## src/rtl/tmr_pkg.sv

```systemverilog
package tmr_pkg;
    // Register word select
    typedef enum logic {
        SEL_CTRL = 1'b0,
        SEL_STAT = 1'b1
    } tmr_sel_e;
endpackage

```

## src/rtl/tmr_core.sv

```systemverilog
module tmr_core #(
    parameter int CNT_W = 29
) (
    input  logic             clk,
    input  logic             rst_n,
    input  logic             tick_i,
    input  logic             load_wr_i,
    input  logic             load_en_i,
    input  logic             load_per_i,
    input  logic [CNT_W-1:0] load_val_i,
    output logic             en_o,
    output logic             per_o,
    output logic [CNT_W-1:0] load_o,
    output logic [CNT_W-1:0] cnt_o,
    output logic             expire_o
);
    typedef struct packed {
        logic             en;
        logic             per;
        logic [CNT_W-1:0] load;
        logic [CNT_W-1:0] cnt;
    } core_st_t;

    core_st_t st_d, st_q;

    always_comb begin
        st_d     = st_q;
        expire_o = 1'b0;
        if (load_wr_i) begin
            st_d.en   = load_en_i;
            st_d.per  = load_per_i;
            st_d.load = load_val_i;
            st_d.cnt  = load_val_i;
        end else if (st_q.en && tick_i) begin
            if (st_q.cnt == '0) begin
                expire_o = 1'b1;
                if (st_q.per) st_d.cnt = st_q.load;
                else          st_d.en  = 1'b0;
            end else begin
                st_d.cnt = st_q.cnt - 1'b1;
            end
        end
    end

    always_ff @(posedge clk or negedge rst_n) begin
        if (!rst_n) st_q <= '0;
        else        st_q <= st_d;
    end

    assign en_o   = st_q.en;
    assign per_o  = st_q.per;
    assign load_o = st_q.load;
    assign cnt_o  = st_q.cnt;

    AST_STEP_DOWN: assert property (@(posedge clk) disable iff (!rst_n)
        (en_o && tick_i && !load_wr_i && cnt_o != '0) |=> (cnt_o == $past(cnt_o) - 1'b1));
    AST_IDLE_HOLD: assert property (@(posedge clk) disable iff (!rst_n)
        (!en_o && !load_wr_i) |=> $stable(cnt_o));
    AST_ONESHOT_STOP: assert property (@(posedge clk) disable iff (!rst_n)
        (en_o && !per_o && tick_i && !load_wr_i && cnt_o == '0) |=> (!en_o && cnt_o == '0));
    AST_PERIOD_RELOAD: assert property (@(posedge clk) disable iff (!rst_n)
        (en_o && per_o && tick_i && !load_wr_i && cnt_o == '0) |=> (en_o && cnt_o == load_o));
    AST_WRITE_RESTART: assert property (@(posedge clk) disable iff (!rst_n)
        load_wr_i |=> (cnt_o == $past(load_val_i) && en_o == $past(load_en_i)));
endmodule

```

## src/rtl/tmr_irq.sv

```systemverilog
module tmr_irq (
    input  logic clk,
    input  logic rst_n,
    input  logic set_i,
    input  logic clr_i,
    output logic irq_o
);
    typedef struct packed {
        logic pend;
    } irq_st_t;

    irq_st_t st_d, st_q;

    always_comb begin
        st_d = st_q;
        if (set_i)      st_d.pend = 1'b1;
        else if (clr_i) st_d.pend = 1'b0;
    end

    always_ff @(posedge clk or negedge rst_n) begin
        if (!rst_n) st_q <= '0;
        else        st_q <= st_d;
    end

    assign irq_o = st_q.pend;

    AST_IRQ_RISE: assert property (@(posedge clk) disable iff (!rst_n)
        set_i |=> irq_o);
    AST_IRQ_HOLD: assert property (@(posedge clk) disable iff (!rst_n)
        (irq_o && !clr_i) |=> irq_o);
    AST_IRQ_CLEAR: assert property (@(posedge clk) disable iff (!rst_n)
        (clr_i && !set_i) |=> !irq_o);
endmodule

```

## src/rtl/tmr_channel.sv

```systemverilog
module tmr_channel #(
    parameter int DATA_W = 32,
    parameter int CNT_W  = 29
) (
    input  logic              clk,
    input  logic              rst_n,
    input  logic              tick_i,
    input  logic              reg_sel_i,
    input  logic              wr_en_i,
    input  logic [DATA_W-1:0] wr_data_i,
    output logic [DATA_W-1:0] rd_data_o,
    output logic              irq_o
);
    import tmr_pkg::*;

    localparam int EN_BIT  = DATA_W - 1;
    localparam int PER_BIT = DATA_W - 2;
    localparam int CLR_BIT = DATA_W - 2;

    logic             ctrl_wr, stat_clr, expire;
    logic             en, per;
    logic [CNT_W-1:0] load, cnt;
    logic             unused_gap;

    assign ctrl_wr    = wr_en_i && (tmr_sel_e'(reg_sel_i) == SEL_CTRL);
    assign stat_clr   = wr_en_i && (tmr_sel_e'(reg_sel_i) == SEL_STAT) && wr_data_i[CLR_BIT];
    assign unused_gap = ^wr_data_i[PER_BIT-1:CNT_W];

    tmr_core #(.CNT_W(CNT_W)) u_core (
        .clk        (clk),
        .rst_n      (rst_n),
        .tick_i     (tick_i),
        .load_wr_i  (ctrl_wr),
        .load_en_i  (wr_data_i[EN_BIT]),
        .load_per_i (wr_data_i[PER_BIT]),
        .load_val_i (wr_data_i[CNT_W-1:0]),
        .en_o       (en),
        .per_o      (per),
        .load_o     (load),
        .cnt_o      (cnt),
        .expire_o   (expire)
    );

    tmr_irq u_irq (
        .clk   (clk),
        .rst_n (rst_n),
        .set_i (expire),
        .clr_i (stat_clr),
        .irq_o (irq_o)
    );

    always_comb begin
        rd_data_o = '0;
        if (tmr_sel_e'(reg_sel_i) == SEL_CTRL) begin
            rd_data_o[EN_BIT]    = en;
            rd_data_o[PER_BIT]   = per;
            rd_data_o[CNT_W-1:0] = load;
        end else begin
            rd_data_o[CLR_BIT]   = irq_o;
            rd_data_o[CNT_W-1:0] = cnt;
        end
    end

    AST_STOP_SILENT: assert property (@(posedge clk) disable iff (!rst_n)
        (ctrl_wr && wr_data_i == '0) |=> (!en && cnt == '0));
endmodule

```

## config.mk

```make
export PLATFORM = sky130hd
export DESIGN_NAME = tmr_channel
export DESIGN_NICKNAME = d
export VERILOG_FILES = /design/src/rtl/tmr_pkg.sv /design/src/rtl/tmr_core.sv /design/src/rtl/tmr_irq.sv /design/src/rtl/tmr_channel.sv
export SDC_FILE = /design/constraint.sdc
export NUM_CORES = 1
export LEC_CHECK = 0
export BUFFER_PORTS_ARGS = -buffer_cell sky130_fd_sc_hd__buf_2
export CORE_MARGIN = 2
export CORE_UTILIZATION = 30
export DETAILED_ROUTE_END_ITERATION = 16
export MAX_ROUTING_LAYER = met4
export PLACE_DENSITY = 0.53
export RECOVER_POWER = 50
export SYNTH_ARGS = -nofsm -noshare
export SYNTH_HDL_FRONTEND = slang
export SYNTH_SLANG_ARGS = --single-unit
export TNS_END_PERCENT = 100
```

## constraint.sdc

```tcl
create_clock -name clk -period 2.8 [get_ports clk]
set_clock_uncertainty 0.15 [all_clocks]
set_input_delay 0.14 -clock clk [delete_from_list [all_inputs] [get_ports clk]]
set_output_delay 0.14 -clock clk [all_outputs]
set_load 0.005 [all_outputs]
```

== Yosys cells after proc, flatten, opt, wreduce, memory -nomap -nowiden ==
Cells that the tools add are included.

* Bitwise logic cells: 1
* Equal/unequal tests: 2
* Add/subtract/negate cells: 1
* Mux-type cells: 16
* Reductions and logical operators: 10

{| class="wikitable"
|+ Operators with widths
! operator !! number
|-
| $mux W29 || 5
|-
| $logic_not A29 Y1 || 1
|-
| $sub A29 B1 Y29 const B || 1
|-
| $mux W1 || 11
|-
| $reduce_bool A2 Y1 || 3
|-
| $logic_and A1 B1 Y1 || 4
|-
| $ne A3 B2 Y1 const B || 1
|-
| $reduce_and A3 Y1 || 1
|-
| $ne A2 B2 Y1 const B || 1
|-
| $reduce_and A2 Y1 || 1
|-
| $not A1 Y1 || 1
|}

* Output and inout bits: 33
* Bits in registers: 61
* Input bits: 37
* Word-level logic and storage cells: 35

== Depth between registers and ports, before layout ==
Gate-level depths: netlist (run 1).

* Word-level depth: 5
* Depth in mapped cells: 9
* Depth with buffers taken out: 8

== Cells and area by module ==
Synthesis (run 1) repeated with hierarchy kept, for this count alone.

* Cell total of the unflattened synthesis: 417
* Area, all modules: 4010.1 um2

{| class="wikitable"
|+ By module, submodules not included
! module !! seq. area each (um2) !! cells each !! times used !! area each (um2)
|-
| tmr_core || 1501.4 || 375 || 1 || 3438.3
|-
| tmr_channel || 0.0 || 39 || 1 || 535.5
|-
| tmr_irq || 25.0 || 3 || 1 || 36.3
|}

== Worst setup path after synthesis (run 1) ==
OpenSTA, ideal clock, no wires.

* Path type: register to register
* Start: register u_core.st_q, in the netlist u_core.cnt_o[9]
* End: register u_core.st_q, in the netlist u_core.cnt_o[23]
* Buffers on the path: 1
* Clock period less this slack: 2612 ps
* Stages on the path, launching flop included: 8
* Arrival: 2336 ps
* Slack: 188 ps
* Library setup time: 126 ps
* Path through: dfrtp_1 > or3_1 > or3_1 > buf_2 > or4_4 > or4_1 > nand4_1 > o21ai_1

* Longest elaborated chain between the ends: 4
* Elaborated cells on any way between the ends: 7
* Those cells by class: 1 x add/sub; 1 x eq/ne; 3 x mux; 2 x reduce/logical

{| class="wikitable"
|+ RTL lines
! element !! RTL line !! text
|-
| start: declaration || tmr_core.sv:24 || <nowiki>core_st_t st_d, st_q;</nowiki>
|-
| start signal: assignment || tmr_core.sv:47 || <nowiki>else st_q <= st_d;</nowiki>
|-
| $sub A29 B1 Y29 / $logic_not A29 Y1 (equally long branches) || tmr_core.sv:40, tmr_core.sv:35 ||
|-
| $mux W29 || tmr_core.sv:35 || <nowiki>if (st_q.cnt == '0) begin</nowiki>
|-
| $mux W29 || tmr_core.sv:34 || <nowiki>end else if (st_q.en && tick_i) begin</nowiki>
|-
| $mux W29 || tmr_core.sv:29 || <nowiki>if (load_wr_i) begin</nowiki>
|}

Parallel ways exist; a longest one is shown, timed or not. The select of a mux whose other input is x is not followed.
A chain may end at the register's enable or synchronous reset.

== Final worst setup path (run 1) ==
* Start: register u_core.st_q, in the netlist u_core.cnt_o[24]
* End: register u_core.st_q, in the netlist u_core.cnt_o[25]

Same word-level chain as after synthesis.

==> metrics, run 1 <==
Gate Count Post-Synth=416; hold crit path type=in -> reg; DRT iter0 DRCs=159; finished layout cell area=0.00493 mm^2; part of the Yosys area used for sequential elements=41.6%; CORE AREA=0.0120 mm^2; Total Nets Final=567; count leader, synth=nand2_1; crit start category=register; Tcrit/Tclk final=93.6%; RSZ-0062 raised after global routing=yes; family with the most delay on the worst path=compound AO/OA/AOI/OAI gates; Clock Tree Buf Depth=2; Hold Path Cell Cnt=3; H-tree level count=3; drt first pass iters=4; ANT cells=0; Post-synth top cells=nand2_1 (93), dfrtp_1 (61), o21ai_0 (32); worst reg2reg setup slack=0.18 ns; first-pass GRT wire length=19000 um; Netlist cell types=54; total track usage=19.0%; die extent in y=115 um; CP Max Fanout=7; slowest cell on the critical path=dfrtp_1; antenna violations before repair=0; vias in the first global route=3676; Max Cap Viol=1; post-detailed-route via-to-cell ratio=5.33; status=complete, but fails checks; Final setup viols=0; Worst Reg-to-Reg Cells=7; Slew Limit Fails=32; Die Area=0.0131 mm^2; clock insertion delay at the later pin of the skew report=0.33 ns; Setup CP Type=reg -> reg; element type at the critical path end=register; syn_nets=454; max incr delay on CP=0.46 ns; IO Count=70; asr flop ratio synth=100%; worst slack at placement=0.139 ns; Placed Instances=632; row cnt=40; leading area contributor after synthesis=dfrtp_1; cell depth of the worst setup path=7; largest net degree at the start of global routing=34; Crit path arrival time=2.67 ns; I/O Buffers=67; failing checks=max-capacitance violations, max-slew violations; Synth top area share=41.6%; Mapped Area=0.00367 mm^2; CTS tree=done; Least-Margin Pin Slew=1.80 ns; Warnings, synthesis=0; worst setup margin=0.180 ns; fin crit period=2.62 ns; gpl congestion=0.890; GR Overflow Total=0; fmax=0.382 GHz; Post-Route Utilization=41.2%; total wire length=11700 um; non-filler cells, final=679; critical path, cell by cell=nor3_1 -> nand4b_1 -> o31ai_4 -> nor2_1 -> buf_4 -> a221oi_1 -> o2bb2ai_1; share of layout cells above drive strength 1=27.3%; Remaining DRCs=0; Leakage=2.18 nW; CTS buffer count=9; Post-Syn Area per Cell=8.81 um^2; IR drop worst, VDD=431 uV; TNS Setup=0 ns; via count=3622; initial core utilization=30.6%; Routed WL per cell=17.2 um; Worst-path clk slew=0.05 ns; Seq cells post-synth=61; DIE WIDTH=115 um; Clock Tree Root=clkbuf_16; CTS sink cnt=61; P per Cell Area=630 mW/mm^2; Cell Area, Placed=0.00433 mm^2; Worst Path Buf+Inv=1; Critical Path RT=2.85 ns; ys flop type=dfrtp_1; slew margin rel.=-20.1%; Area growth syn-to-layout=34.4%; Area contributors post-synth=dfrtp_1 (42%), nand2_1 (9.5%), mux2_2 (8.9%); detailed placer's ending HPWL=8270 um; Final Hold Vio Count=0; EDFF count, synth=0; post-route ant nets=0
## layout by cell type (no fill, tap or decap), drive strengths merged, types with 2 or more instances in the layout
master       Yosys  routed
dfrtp           61      61
dlygate4sd3      0      33
o21ai           35      35
o2bb2ai          2       2
nor2b            2       2
or3              6       6
buf             14      88
inv              4       4
a311oi           2       2
a21oi           13      13
o22ai            3       3
or4              5       5
o31ai            4       4
nand4            6       6
o311ai           3       3
o41ai            6       6
a22o             2       2
nand2b           2       2
a221oi          14      14
a31oi            3       3
a32o             2       2
nor3            11      11
nor3b            4       4
clkbuf          14      22
nand3            5       5
nand2           93      93
a21o             7       7
nor4            14      14
nor2            21      21
and2             9       9
a211oi           2       2
mux2            29      29
o2111ai          4       4
## logic make-up after synthesis
kind of cell,share of synthesized area (%)
simple gates,24.5
fa+ha+maj,0.341
flops,41.6
compound gates,20.9
other cells,0.102
buf+inv,3.62
mux,8.91
## final timing paths
| check | from | end |
|---|---|---|
| worst min-delay path | wr_data_i[27] | u_core.load_o[27] |
| min in group asynchronous | rst_n | u_core.load_o[16] |
| worst min register to register | u_core.load_o[9] | u_core.load_o[9] |
| worst max register to register | u_core.cnt_o[24] | u_core.cnt_o[25] |
| max in group asynchronous | rst_n | u_core.load_o[2] |
| worst max-delay path | u_core.cnt_o[24] | u_core.cnt_o[25] |
## through the flow
step | power (W) | hold slack [ns]
floorplan | 0.00167 | -0.306
global placement | 0.00201 | 0.113
detailed placement | 0.00203 | 0.109
CTS | 0.00315 | 0.0188
global route | 0.00330 | 0.0314
finish | 0.00310 | 0.0314
## worst reg2reg max path: stages (launching register included)
cell,delay (ns)
dfrtp_1,0.46
nor3_1,0.32
nand4b_1,0.42
o31ai_4,0.43
nor2_1,0.09
buf_4,0.17
a221oi_1,0.33
o2bb2ai_1,0.13
## flip-flops by register name (all words and copies together), names as in the netlist
signal,count
u_core.en_o,1
u_core.per_o,1
u_irq.irq_o,1
u_core.load_o,29
u_core.cnt_o,29
## metal layers
| metal | track usage (%) | routed length, um |
|---|---|---|
| met3 | 3.44 | 520 |
| met2 | 31.4 | 5680 |
| met1 | 24.3 | 5390 |
| met4 | 4.39 | 107 |
| met5 | - | 0 |
## final cells by class
class / instances / area [um^2]
clock buffers: 13 / 280
flip-flops and latches: 61 / 1530
inverters: 4 / 15.0
repair buffers: 130 / 890
clock inverters: 1 / 5.00
well taps: 147 / 184
fillers: 1227 / 7030
multi-input cells: 323 / 2030
## repair_timing
item                       CTS  global route
setup endpoints to repair    0            15
setup buffers                0             0
hold endpoints to repair    68             0
resized for setup            0             2
hold buffers                33             0
## power by group
part           total, W  leakage (nW)  switching, W  internal, W
clock           0.00106         0.144      0.000378     0.000683
sequential      0.00121         0.760      0.000175      0.00103
combinational  0.000835          1.28      0.000435     0.000400
total           0.00310          2.18      0.000989      0.00212
Note: power is estimated with default switching activity, not from simulation.
==> run 2: changes to the inputs <==
ABC_AREA = 1   (was unset)
==> run 2 against run 1 <==
The run still ends with max-capacitance violations, max-slew violations left. Die area rose by 8.1%. Cell count rose by 33%. Hold slack improved by 0.045 ns. Count of clock-buffer cells in the layout rose by 1. Global-route usage fell by 2.3 points. Sequential power rose by 17%. Power rose by 39%. Clock power barely moved. Non-clock buffer count fell by 22. Critical path type unchanged.
==> metrics, run 2 <==
worst setup margin=0.436 ns (was 0.180 ns); CTS tree=done (unchanged); CTS buffer count=9 (unchanged); slowest cell on the critical path=nand2_2 (was dfrtp_1); asr flop ratio synth=100% (unchanged); GR Overflow Total=0 (unchanged); post-detailed-route via-to-cell ratio=4.43 (was 5.33); R2R Path Start=u_core.cnt_o[0] (was u_core.cnt_o[24]); most frequent CP cell=nand2_1; Crit path arrival time=2.48 ns (was 2.67 ns); P per Cell Area=863 mW/mm^2 (was 630 mW/mm^2); element type at the critical path end=register (unchanged); Hold Path End=u_core.per_o (was u_core.load_o[27]); Setup CP Type=reg -> reg (unchanged); Critical Path RT=2.92 ns (was 2.85 ns); Hold Path Cell Cnt=4 (was 3); EDFF count, synth=0 (unchanged); Die Area=0.0142 mm^2 (was 0.0131 mm^2); Worst Reg-to-Reg Cells=12 (was 7); Least-Margin Pin Slew=1.96 ns (was 1.80 ns); critical path, cell by cell=inv_1 -> ha_1 -> nand2_2 -> nor2_8 -> nand2_4 -> nor2_4 -> nand2_2 -> nand2_1 -> nand2_1 -> nand2_1 -> nand2_1 -> nand2_1 (was nor3_1 -> nand4b_1 -> o31ai_4 -> nor2_1 -> buf_4 -> a221oi_1 -> o2bb2ai_1); largest net degree at the start of global routing=63 (was 34); detailed placer's ending HPWL=7570 um (was 8270 um); Area growth syn-to-layout=26.1% (was 34.4%); Post-CTS Setup Bufs=0 (unchanged); IO Count=70 (unchanged); Leakage=2.81 nW (was 2.18 nW); IR drop worst, VDD=309 uV (was 431 uV); Max Cap Viol=1 (unchanged); Clock Tree Buf Depth=2 (unchanged); leading area contributor after synthesis=dfrtp_1 (unchanged); syn_nets=665 (was 454); Post-synth top cells=nand2_1 (299), o21ai_0 (70), dfrtp_1 (61) (was nand2_1 (93), dfrtp_1 (61), o21ai_0 (32)); most common cell after layout, fill and taps aside=nand2_1 (unchanged); vias in the first global route=3859 (was 3676); worst hold path startpoint=reg_sel_i (was wr_data_i[27]); CTS sink cnt=61 (unchanged); Gate Count Post-Synth=627 (was 416); Final setup viols=0 (unchanged); TNS Setup=0 ns (unchanged); gpl congestion=0.847 (was 0.890); DIE WIDTH=119 um (was 115 um); row cnt=42 (was 40); drt first pass iters=7 (was 4); DRT iter0 DRCs=280 (was 159); Clock Tree Root=clkbuf_16 (unchanged); Final Hold Vio Count=0 (unchanged); worst reg2reg setup slack=0.44 ns (was 0.18 ns); Remaining DRCs=0 (unchanged); CP Max Fanout=29 (was 7); Area contributors post-synth=dfrtp_1 (38%), nand2_1 (28%), o21ai_0 (8.8%) (was dfrtp_1 (42%), nand2_1 (9.5%), mux2_2 (8.9%)); Netlist cell types=27 (was 54); clock insertion delay at the later pin of the skew report=0.33 ns (about the same); H-tree level count=3 (unchanged); fin crit period=2.36 ns (was 2.62 ns); Worst Path Buf+Inv=1 (unchanged); share of layout cells above drive strength 1=11.6% (was 27.3%); Synth top area share=38.4% (was 41.6%); Post-Syn Area per Cell=6.34 um^2 (was 8.81 um^2); ys flop type=dfrtp_1 (unchanged); Routed WL per cell=11.9 um (was 17.2 um); CORE AREA=0.0131 mm^2 (was 0.0120 mm^2); Worst-path clk slew=0.05 ns (about the same); worst slack at placement=0.425 ns (was 0.139 ns); commonest cells after routing, fill and taps aside=nand2_1 (299), o21ai_0 (70), dfrtp_1 (61) (was nand2_1 (93), buf_2 (61), dfrtp_1 (61)); failing checks=max-capacitance violations, max-slew violations (unchanged); hold crit path type=in -> reg (unchanged); fmax=0.423 GHz (was 0.382 GHz); crit start category=register (unchanged); via count=3989 (was 3622); Warnings, synthesis=0 (unchanged); total track usage=16.7% (was 19.0%); family with the most delay on the worst path=simple AND/OR/NAND/NOR gates (was compound AO/OA/AOI/OAI gates); Tcrit/Tclk final=84.4% (was 93.6%); die extent in y=119 um (was 115 um); status=complete, but fails checks (unchanged); R2R Path End=u_core.cnt_o[11] (was u_core.cnt_o[25]); Mapped Area=0.00397 mm^2 (was 0.00367 mm^2); Seq cells post-synth=61 (unchanged); initial core utilization=30.4% (was 30.6%); I/O Buffers=67 (unchanged); slew margin rel.=-30.6% (was -20.1%); antenna violations before repair=0 (unchanged); ANT cells=0 (unchanged); post-route ant nets=0 (unchanged); count leader, synth=nand2_1 (unchanged); RSZ-0062 raised after global routing=no (was yes); Total Nets Final=758 (was 567); max incr delay on CP=0.41 ns (was 0.46 ns); Slew Limit Fails=35 (was 32); cell depth of the worst setup path=12 (was 7); first-pass GRT wire length=18600 um (was 19000 um); part of the Yosys area used for sequential elements=38.4% (was 41.6%); total wire length=10700 um (was 11700 um)
-- run 2: how the worst max path moves through the flow --
stage                          startpoint                 to  slack (ns)
final                     u_core.cnt_o[0]   u_core.cnt_o[11]        0.44
after floorplan           u_core.cnt_o[0]   u_core.cnt_o[14]        0.89
after global routing                rst_n  u_core.load_o[14]        0.07
after CTS                 u_core.cnt_o[0]   u_core.cnt_o[22]        0.40
after detailed placement  u_core.cnt_o[0]   u_core.cnt_o[22]        0.43
after global placement    u_core.cnt_o[0]   u_core.cnt_o[28]        0.48
-- run 2: final cells by class --
| class | instances | area [um^2] |
|---|---|---|
| multi-input combinational | 479 | 2060 |
| tap | 176 | 220 |
| sequential | 61 | 1530 |
| clock inverter | 1 | 5.00 |
| inverter | 61 | 229 |
| timing repair buffer | 108 | 698 |
| fill | 1412 | 8080 |
| clock buffer | 14 | 274 |
-- run 2: kinds of logic (layout without fill, tap and decap cells) --
group / Yosys count / in the layout / share of synthesized area, %
AND/OR/NAND/NOR: 392 / 392 / 39.4
buffers and inverters: 87 / 184 / 9.76
AO/OA/AOI/OAI: 75 / 75 / 9.76
flip-flops: 61 / 61 / 38.4
XOR/XNOR: 10 / 10 / 2.20
adder cells (fa/ha/maj): 1 / 1 / 0.315
other: 1 / 1 / 0.0944
-- run 2: power breakdown --
part           switching [W]  internal [W]  total [W]
logic                0.00118      0.000681    0.00187
clock network       0.000376      0.000664    0.00104
registers           0.000300       0.00112    0.00142
total                0.00186       0.00246    0.00432
-- run 2: layer usage --
layer  wire length (um)  GRT usage [%]  vias to the layer above  part of all wire (%)
li1                   -              -                     2107                     -
met1               5340           22.0                     1799                    50
met2               4830           25.7                       71                    45
met3                349           3.02                       12                   3.3
met4                181           6.47                        0                   1.7
met5                  0              -                        -                     0
-- run 2: timing repair --
action / CTS / global route
endpoints found under the hold margin: 64 / 0
hold buffers: 34 / 0
gates resized for setup: 0 / 0
-- run 2: per-stage QoR --
step                      util [%]  hold WS [ns]  power, W  std cells  cell area (um^2)
after CTS                     38.6        0.0697   0.00439        900              5050
after global placement        33.8         0.132   0.00325        851              4430
after global routing          38.3         0.148   0.00477        900              5010
after detailed placement      33.8         0.145   0.00328        851              4430
after floorplan                  -        -0.306   0.00277        627              3970
final                         38.3        0.0759   0.00432        900              5010
-- run 2: tightest hold or removal path, cell delays in order --
cell and delay, ns:
buf_2 0.09, nor2_1 0.06, inv_1 0.13, o21ai_0 0.09
==> run 3: changes to the inputs <==
ABC_AREA = 0   (was 1)
clock period = 2.04 ns   (was 2.8 ns; I/O delays follow)
==> run 3 against run 2 <==
The run ends with negative setup slack left. Combinational power increased by 8%. Via count is 3.5% higher. Sequential share of layout area down 6.4 points. Clock power increased by 40%. Largest power group unchanged.
==> metrics, run 3 (same netlist as run 1, synthesis figures left out) <==
vias in the first global route=4250 (was 3859); Clock Tree Root=clkbuf_16 (unchanged); IO Count=70 (unchanged); Cell Area, Placed=0.00491 mm^2 (was 0.00443 mm^2); CORE AREA=0.0120 mm^2 (was 0.0131 mm^2); first-pass GRT wire length=22400 um (was 18600 um); area occupied by multi-input gates=0.00256 mm^2 (was 0.00206 mm^2); Worst Reg-to-Reg Cells=6 (was 12); die extent in y=115 um (was 119 um); Remaining DRCs=0 (unchanged); drt first pass iters=4 (was 7); total track usage=22.5% (was 16.7%); failing checks=negative setup slack (was max-capacitance violations, max-slew violations); Sequential Area=0.00153 mm^2 (unchanged); total wire length=13900 um (was 10700 um); Final Hold Vio Count=0 (unchanged); Clock Tree Buf Depth=2 (unchanged); largest net degree at the start of global routing=62 (was 63); detailed placer's ending HPWL=8950 um (was 7570 um); hold crit path type=in -> reg (unchanged); P per Cell Area=806 mW/mm^2 (was 863 mW/mm^2); commonest cells after routing, fill and taps aside=nand2_1 (87), buf_4 (87), buf_2 (67) (was nand2_1 (299), o21ai_0 (70), dfrtp_1 (61)); element type at the critical path end=register (unchanged); Crit path arrival time=2.48 ns (about the same); slew margin rel.=40.7% (was -30.6%); fin crit period=2.41 ns (was 2.36 ns); total power=0.00510 W (was 0.00432 W); Max Cap Viol=0 (was 1); Layout fillers=1081 (was 1412); Routed WL per cell=18.1 um (was 11.9 um); row cnt=40 (was 42); finished layout cell area=0.00634 mm^2 (was 0.00501 mm^2); post-route ant nets=0 (unchanged); RSZ-0062 raised after global routing=yes (was no); antenna violations before repair=0 (unchanged); crit start category=register (unchanged); post-detailed-route via-to-cell ratio=5.35 (was 4.43); gpl congestion=0.888 (was 0.847); worst setup margin=-0.368 ns (was 0.436 ns); Setup CP Type=reg -> reg (unchanged); Leakage=2.88 nW (was 2.81 nW); status=complete, but fails checks (unchanged); Total Nets Final=659 (was 758); via count=4128 (was 3989); fmax=0.415 GHz (was 0.423 GHz); IR drop worst, VDD=601 uV (was 309 uV); share of layout cells above drive strength 1=51.8% (was 11.6%); worst slack at placement=-0.442 ns (was 0.425 ns); clock insertion delay at the later pin of the skew report=0.34 ns (was 0.33 ns); CTS sink cnt=61 (unchanged); Critical Path RT=2.11 ns (was 2.92 ns); Final setup viols=31 (was 0); Die Area=0.0131 mm^2 (was 0.0142 mm^2); Area growth syn-to-layout=72.8% (was 26.1%); Hold Path Cell Cnt=5 (was 4); ANT cells=0 (unchanged); initial core utilization=30.6% (was 30.4%); Slew Limit Fails=0 (was 35); CTS buffer count=9 (unchanged); CTS tree=done (unchanged); DIE WIDTH=115 um (was 119 um); CP Max Fanout=3 (was 29); Tcrit/Tclk final=118% (was 84.4%); DRT iter0 DRCs=195 (was 280); H-tree level count=3 (unchanged); Least-Margin Pin Slew=0.890 ns (was 1.96 ns); TNS Setup=-7.41 ns (was 0 ns); I/O Buffers=67 (unchanged); GR Overflow Total=0 (unchanged); Worst-path clk slew=0.05 ns (about the same)
-- run 3: cell count changes in the layout (fill, tap and decap cells not counted), sizes merged, moves of 29 or more --
cell and delta:
o21ai -36, mux2 +29, buf +132, nand2 -212, inv -57, nor2 -40
-- run 3: layout make-up --
class	instances	share of cell area, %
Multi-Input combinational cell	323	40.3
Timing Repair Buffer	222	28.1
Sequential cell	61	24.1
Clock buffer	13	3.79
Tap cell	147	2.90
Clock inverter	2	0.553
Inverter	4	0.237
-- run 3: where the power goes --
group | internal, W | switching, W
Sequential | 0.00142 | 0.000212
Clock | 0.000936 | 0.000520
Combinational | 0.00105 | 0.000973
Total | 0.00340 | 0.00170
-- run 3: routing by layer --
layer	up-vias	GRT usage [%]	wire length, um
met2	103	36.9	6790
met5	-	-	0
met4	0	5.93	226
li1	1966	-	-
met1	2037	28.8	6370
met3	22	4.02	556
-- run 3: per-stage QoR --
step                      std cells  hold WS, ns  util (%)
final                           772        0.129      53.0
after detailed placement        696     -0.00603      41.1
after floorplan                 416       -0.344         -
after CTS                       771        0.115      52.1
after global placement          696     -0.00431      41.1
after global routing            772        0.155      53.0
-- run 3: worst paths after layout --
check,slack (ns),start,endpoint
min reg2reg,0.35,u_core.load_o[12],u_core.load_o[12]
max in group asynchronous,0.76,rst_n,u_core.load_o[0]
max reg2reg,-0.37,u_core.cnt_o[10],u_core.cnt_o[23]
max,-0.37,u_core.cnt_o[10],u_core.cnt_o[23]
min,0.13,reg_sel_i,u_core.load_o[24]
min in group asynchronous,0.36,rst_n,u_core.load_o[17]
-- run 3: critical path, stage by stage (launching register included) --
cell and delay (ns):
dfrtp_1 0.37, or3_4 0.39, or3_4 0.38, or4_4 0.45, or4_4 0.42, nand4_1 0.08
o21ai_1 0.06
-- run 3: what timing repair did --
item | in CTS | in global routing
buffers inserted | 21 | 7
resized for setup | 111 | 31
hold buffers | 34 | 0
cloned | 6 | 0
pin swaps | 43 | 18
endpoints found under the setup margin | 31 | 31
endpoints found under the hold margin | 106 | 0
